## src/rtl/bcm_pkg.sv

```systemverilog
package bcm_pkg;
  localparam int NUM_EV   = 2;
  localparam int EV_START = 0;
  localparam int EV_STOP  = 1;
  localparam int NUM_LINES = 2;
  localparam int LN_SDA   = 0;
  localparam int LN_SCL   = 1;
  typedef logic [NUM_EV-1:0] ev_vec_t;
endpackage

```

## src/rtl/line_filter.sv

```systemverilog
module line_filter #(
  parameter int CNT_W = 4
) (
  input  logic             clk,
  input  logic             rst_n,
  input  logic             line_in,
  input  logic [CNT_W-1:0] filt_cycles,
  output logic             line_out
);
  logic             meta_q, sync_q, filt_q;
  logic [CNT_W-1:0] cnt_q;
  logic [CNT_W-1:0] thresh;

  // a length of zero behaves like one
  always_comb begin
    if (filt_cycles == '0) thresh = '0;
    else                   thresh = filt_cycles - 1'b1;
  end

  always_ff @(posedge clk or negedge rst_n) begin
    if (!rst_n) begin
      meta_q <= 1'b1;
      sync_q <= 1'b1;
      filt_q <= 1'b1;
      cnt_q  <= '0;
    end else begin
      meta_q <= line_in;
      sync_q <= meta_q;
      if (sync_q == filt_q) begin
        cnt_q <= '0;
      end else if (cnt_q >= thresh) begin
        filt_q <= sync_q;
        cnt_q  <= '0;
      end else begin
        cnt_q <= cnt_q + 1'b1;
      end
    end
  end

  assign line_out = filt_q;
endmodule

```

## src/rtl/cond_detect.sv

```systemverilog
module cond_detect
  import bcm_pkg::*;
(
  input  logic    clk,
  input  logic    rst_n,
  input  logic    sda_f,
  input  logic    scl_f,
  output ev_vec_t events,
  output logic    busy
);
  logic sda_q, scl_q, scl_held;
  logic busy_q;

  always_ff @(posedge clk or negedge rst_n) begin
    if (!rst_n) begin
      sda_q <= 1'b1;
      scl_q <= 1'b1;
    end else begin
      sda_q <= sda_f;
      scl_q <= scl_f;
    end
  end

  assign scl_held = scl_q & scl_f;

  always_comb begin
    events           = '0;
    events[EV_START] = scl_held & sda_q & ~sda_f;
    events[EV_STOP]  = scl_held & ~sda_q & sda_f;
  end

  always_ff @(posedge clk or negedge rst_n) begin
    if (!rst_n)                busy_q <= 1'b0;
    else if (events[EV_START]) busy_q <= 1'b1;
    else if (events[EV_STOP])  busy_q <= 1'b0;
  end

  assign busy = busy_q;
endmodule

```

## src/rtl/event_status.sv

```systemverilog
module event_status
  import bcm_pkg::*;
(
  input  logic    clk,
  input  logic    rst_n,
  input  ev_vec_t events,
  input  ev_vec_t clr_w1c,
  input  logic    mask_wr,
  input  ev_vec_t mask_wdata,
  input  logic    irq_en,
  output ev_vec_t raw_stat,
  output ev_vec_t masked_stat,
  output logic    irq
);
  ev_vec_t raw_q, mask_q;

  always_ff @(posedge clk or negedge rst_n) begin
    if (!rst_n) begin
      raw_q  <= '0;
      mask_q <= '0;
    end else begin
      // new event beats a simultaneous clear
      raw_q <= (raw_q & ~clr_w1c) | events;
      if (mask_wr) mask_q <= mask_wdata;
    end
  end

  assign raw_stat    = raw_q;
  assign masked_stat = raw_q & mask_q;
  assign irq         = irq_en & (|(raw_q & mask_q));
endmodule

```

## src/rtl/bus_cond_monitor.sv

```systemverilog
module bus_cond_monitor
  import bcm_pkg::*;
#(
  parameter int CNT_W = 4
) (
  input  logic             clk,
  input  logic             rst_n,
  input  logic             sda_in,
  input  logic             scl_in,
  input  logic [CNT_W-1:0] filt_cycles,
  input  logic             irq_en,
  input  logic             mask_wr,
  input  logic [1:0]       mask_wdata,
  input  logic [1:0]       clr_w1c,
  output logic [1:0]       raw_stat,
  output logic [1:0]       masked_stat,
  output logic             bus_busy,
  output logic             irq
);
  logic [NUM_LINES-1:0] lines_raw, lines_filt;
  ev_vec_t              events;

  always_comb begin
    lines_raw         = '0;
    lines_raw[LN_SDA] = sda_in;
    lines_raw[LN_SCL] = scl_in;
  end

  for (genvar g = 0; g < NUM_LINES; g++) begin : g_line
    line_filter #(.CNT_W(CNT_W)) u_filt (
      .clk         (clk),
      .rst_n       (rst_n),
      .line_in     (lines_raw[g]),
      .filt_cycles (filt_cycles),
      .line_out    (lines_filt[g])
    );
  end

  cond_detect u_det (
    .clk    (clk),
    .rst_n  (rst_n),
    .sda_f  (lines_filt[LN_SDA]),
    .scl_f  (lines_filt[LN_SCL]),
    .events (events),
    .busy   (bus_busy)
  );

  event_status u_stat (
    .clk         (clk),
    .rst_n       (rst_n),
    .events      (events),
    .clr_w1c     (clr_w1c),
    .mask_wr     (mask_wr),
    .mask_wdata  (mask_wdata),
    .irq_en      (irq_en),
    .raw_stat    (raw_stat),
    .masked_stat (masked_stat),
    .irq         (irq)
  );
endmodule

```

## config.mk

```make
export PLATFORM = sky130hd
export DESIGN_NAME = bus_cond_monitor
export DESIGN_NICKNAME = d
export VERILOG_FILES = /design/src/rtl/bcm_pkg.sv /design/src/rtl/line_filter.sv /design/src/rtl/cond_detect.sv /design/src/rtl/event_status.sv /design/src/rtl/bus_cond_monitor.sv
export SDC_FILE = /design/constraint.sdc
export NUM_CORES = 1
export LEC_CHECK = 0
export ABC_AREA = 0
export BUFFER_PORTS_ARGS = -buffer_cell sky130_fd_sc_hd__buf_2
export CORE_UTILIZATION = 48
export DETAILED_ROUTE_END_ITERATION = 8
export PLACE_DENSITY = 0.72
export SLEW_MARGIN = 20
export SYNTH_ARGS = -nofsm -noshare
export SYNTH_HDL_FRONTEND = slang
export SYNTH_SLANG_ARGS = --single-unit
```

## constraint.sdc

```tcl
create_clock -name clk -period 1.7 [get_ports clk]
set_input_delay 0.34 -clock clk [delete_from_list [all_inputs] [get_ports clk]]
set_output_delay 0.34 -clock clk [all_outputs]
set_load 0.1 [all_outputs]
```

==> results.md <==
- STA puts the critical path data arrival time at about 1.9 ns.
- The buffer type at the clock tree root is sky130_fd_sc_hd__clkbuf_4.
- The commonest cells after synthesis are sky130_fd_sc_hd__dfrtp_1 (13), sky130_fd_sc_hd__nor2_1 (12), sky130_fd_sc_hd__ha_1 (10).
- During placement, the flow inserted port buffers numbering 19.
- The run finished with clean final reports.
- The number of rows in the core area is 16.
- Between clock sinks in the finished design, the worst skew comes to about 0.0015 ns.
- The post-detailed-routing wire length is approximately 1700 um.
- The type of the worst min-delay path is input port to flip-flop.
- The overall die area is between 2000 and 2500 um^2.
- The number of hold violations in the final report is 0.
- The clock reaches the later pin of the worst-skew pair after ~0.29 ns.
- The number of max-capacitance violations reported is 0.
- The clock passes through at most 2 buffers.
- The number of cells on the worst reg-to-reg path is 6.
- The biggest area contributor in the post-synthesis netlist is sky130_fd_sc_hd__dfrtp_1.
- The worst-case IR drop observed on VDD is about 0.9 mV.
- Counting the buffers created by CTS gives 3.
- The total overflow left after global routing is 0.
- The most used flip-flop cell after synthesis is sky130_fd_sc_hd__dfrtp_1.
- In this run the power density over the cells is approximately 1500 nW/um^2.
- The y dimension of the die is around 49 um.
- By area the synthesized netlist is led by sky130_fd_sc_hd__dfrtp_1 (30%), sky130_fd_sc_hd__dfstp_2 (20%), sky130_fd_sc_hd__ha_1 (12%).
- The gate count of the mapped netlist is 88.
- The top cell family by delay on the critical path is simple AND/OR/NAND/NOR gates.
- The sort of element at the end of the critical path is a flip-flop.
- The share of the yosys chip area belonging to registers is 0.502.
- Counting distinct cell types in the post-synthesis netlist gives 23.
- In the routed design, unresolved DRC markers number 0.
- The number of vias in the routed layout is 723.
- In the final routed layout, each cell accounts on average for around 12 um.
- The worst flop-to-flop path startpoint is g_line[1].u_filt.cnt_q[0].
- The proportion of register bits with asynchronous set or reset after synthesis is 1.00.
- The critical path runs through a total of 8 cells.
- The number of buffer and inverter instances along the worst setup path is 1.
- The worst setup path is launched from an input port.
- The total power draw is between 2 and 2.5 mW.
- In the final layout, the share of cells above drive strength 1 is 0.551.
- The critical path is of the input port to flip-flop type.
- Hold is met by 0.129 ns.
- Before antenna repair, the detailed router went through 4 iterations.
- In the finished design, the share of the clock period the worst path needs comes to 0.984.
- Yosys printed 0 warnings.
- The relative max-transition margin is 0.679.
- The detailed-route vias per instance is 4.99.
- Summing every instance area after synthesis gives between 1000 and 1500 um^2.
- The synthesized net count is between 100 and 150.
- The number of antenna violations at the first check in global routing is 0.
- Traced cell by cell, the critical path runs through buf_4 > nor3_4 > nor2_2 > ha_1 > nand2b_4 > a2111oi_4 > nor2_2 > mux2_4.
- Entering global routing, the biggest net connects 22 pins.
- The terminus of the critical flop-to-flop path is g_line[1].u_filt.line_out.
- The initial core utilization is 0.528.
- The worst reg-to-reg setup slack is 0.06 ns.
- The origin of the worst min-delay path is scl_in.
- A synthesized cell averages between 10 and 15 um^2.
- At the worst endpoint, the required time is ~1.9 ns.
- The deepest level of the CTS H-tree is 1.
- The final max-slew violation count is 0.
- The count of boundary I/O pins is 20.
- After legalization and detailed placement, the total HPWL measured around 1300 um.
- The start point of the critical path is filt_cycles[1].
- The x dimension of the die is between 40 and 50 um.
- The clock edge transition at the registers on the reported setup and hold paths is roughly 0.11 ns.
- The most instantiated library cell after synthesis is sky130_fd_sc_hd__dfrtp_1.
- The most critical setup path has its endpoint at g_line[1].u_filt.line_out.
- Setup violations remaining at the end of the flow were counted as 0.
- TritonCTS built the clock tree.
- Timing would allow up to approximately 600 MHz.
- The proportion of netlist area held by the largest area contributor is 0.305.
- The actual slew at the worst max-slew pin is about 0.48 ns.
- The placer's final routability congestion estimate is about 0.8.
- The placeable core region is about 2000 um^2.
- The repair_antennas step left the layout with diodes totalling 0.
- The largest individual stage delay along the critical path comes from the cell sky130_fd_sc_hd__a2111oi_4.
- Setup repair after global routing could not meet its margin everywhere.
- The number of global-route vias before repair is 761.
- The number of nets still failing antenna checks after routing is 0.
- In this design, the critical path's most frequently occurring cell is sky130_fd_sc_hd__nor2_2.
- The global-route wire length before repair is 2990 um.
- The final critical path time including I/O delays and setup is between 1.5 and 2 ns.
- The flip-flop and latch count after synthesis is 21.
- The area growth from synthesis to layout is 28.8%.
- The analysis attributes to cell leakage a power of approximately 0.63 nW.
- In the global route stage, overall resource usage came out at 0.165.
- The starting DRC count in detailed routing is 8.
- The clock net in this run drives a total of 21 sinks.
- In this design, the stage delay of the slowest critical-path cell is 0.38 ns.
- The number of synthesized flops with an enable pin is 0.
- The net count of the finished layout is between 100 and 150.
- The worst-path maximum fanout is 4.
-- cell usage in the layout (no fill, tap or decap) --
master                          synthesis  routed
sky130_fd_sc_hd__dfrtp_4                0       2
sky130_fd_sc_hd__o32ai_1                1       1
sky130_fd_sc_hd__nor3_4                 0       1
sky130_fd_sc_hd__ha_2                   0       1
sky130_fd_sc_hd__and2_4                 0       2
sky130_fd_sc_hd__buf_4                  0       8
sky130_fd_sc_hd__o21a_1                 4       3
sky130_fd_sc_hd__nand3_1                3       3
sky130_fd_sc_hd__o31ai_1                1       1
sky130_fd_sc_hd__mux2_4                 2       2
sky130_fd_sc_hd__inv_1                  7       7
sky130_fd_sc_hd__mux2_2                 3       3
sky130_fd_sc_hd__o22ai_1                1       1
sky130_fd_sc_hd__a2111oi_4              2       2
sky130_fd_sc_hd__ha_1                  10       9
sky130_fd_sc_hd__xor2_1                 4       4
sky130_fd_sc_hd__dfstp_2                8       8
sky130_fd_sc_hd__o21ai_1                0       2
sky130_fd_sc_hd__nand2b_4               2       2
sky130_fd_sc_hd__buf_6                  0       1
sky130_fd_sc_hd__buf_2                  0      15
sky130_fd_sc_hd__clkbuf_4               0       3
sky130_fd_sc_hd__o21a_4                 0       1
sky130_fd_sc_hd__a21oi_2                0       1
sky130_fd_sc_hd__nor2_4                 0       2
sky130_fd_sc_hd__dfrtp_1               13      11
sky130_fd_sc_hd__xnor2_1                2       2
sky130_fd_sc_hd__buf_12                 0       1
sky130_fd_sc_hd__dlygate4sd3_1          0       1
sky130_fd_sc_hd__nor2_2                 2       9
sky130_fd_sc_hd__clkinv_2               0       1
sky130_fd_sc_hd__a31oi_1                1       1
sky130_fd_sc_hd__nor2_1                12       3
sky130_fd_sc_hd__o21ai_0                4       2
sky130_fd_sc_hd__nand2_1                2       2
-- logic make-up (layout without fill, tap and decap cells) --
| logic type | count (synthesis) | count (layout) | synth area share |
|---|---|---|---|
| AO/OA/AOI/OAI | 15 | 15 | 0.130 |
| XOR/XNOR | 6 | 6 | 0.0492 |
| adder cells (fa/ha/maj) | 10 | 10 | 0.117 |
| buffers and inverters | 7 | 37 | 0.0246 |
| flip-flops | 21 | 21 | 0.502 |
| multiplexers | 5 | 5 | 0.0598 |
| AND/OR/NAND/NOR | 24 | 24 | 0.117 |
-- metal layers --
metal	up-vias	wire length [um]	GRT usage
met4	0	13	0.0588
met2	15	859	0.288
met3	2	50	0.0280
met5	-	0	0
li1	367	-	-
met1	339	792	0.202
-- registers in the layout, indices dropped and copies added (netlist names) --
register and count:
u_det.scl_q 1, u_stat.mask_q 2, u_det.sda_q 1, g_line.u_filt.cnt_q 8, g_line.u_filt.meta_q 2, u_det.busy 1
g_line.u_filt.line_out 2, g_line.u_filt.sync_q 2, u_stat.raw_stat 2
-- cell type report --
type                       instances  area, um^2
timing repair buffer              26         176
inverter                           7        26.3
clock inverter                     1        5.00
clock buffer                       3        22.5
multi-input combinational         60         568
fill                             162         647
sequential                        21         543
tap                               27        33.8
-- report_power, final --
group | internal (mW) | leakage (nW) | switching (mW)
Sequential | 0.682 | 0.248 | 0.117
Combinational | 0.404 | 0.363 | 0.617
Clock | 0.0875 | 0.0177 | 0.145
Total | 1.17 | 0.629 | 0.880
-- through the flow --
stage           util  instance area [um^2]  TNS [ns]  std cells  worst slack, ns
3_3_place_gp   0.636                  1280     -2.17        141           -0.242
3_5_place_dp   0.636                  1280     -2.35        141           -0.261
2_1_floorplan      -                  1100   -0.0526         88          -0.0216
5_1_grt        0.680                  1380   -0.0703        145          -0.0498
4_1_cts        0.657                  1330         0        146           0.0121
6_report       0.680                  1380         0        145           0.0276
-- how the worst min path moves through the flow --
stage / endpoint / slack, ns / cells past startpoint
final: g_line[1].u_filt.meta_q / 0.13 / 1
after global placement: g_line[1].u_filt.cnt_q[1] / 0.30 / 1
after global routing: g_line[0].u_filt.meta_q / 0.11 / 1
after CTS: g_line[0].u_filt.meta_q / 0.12 / 1
after floorplan: g_line[0].u_filt.cnt_q[0] / 0.04 / 0
after detailed placement: g_line[1].u_filt.cnt_q[1] / 0.31 / 1
-- repair_timing --
item / CTS / global route
setup endpoints to repair: 1 / 11
pin swaps: 0 / 15
hold endpoints to repair: 13 / 0
hold buffers: 1 / 0
resized for setup: 2 / 19
setup buffers: 0 / 0
Note: power is estimated with default switching activity, not from simulation.
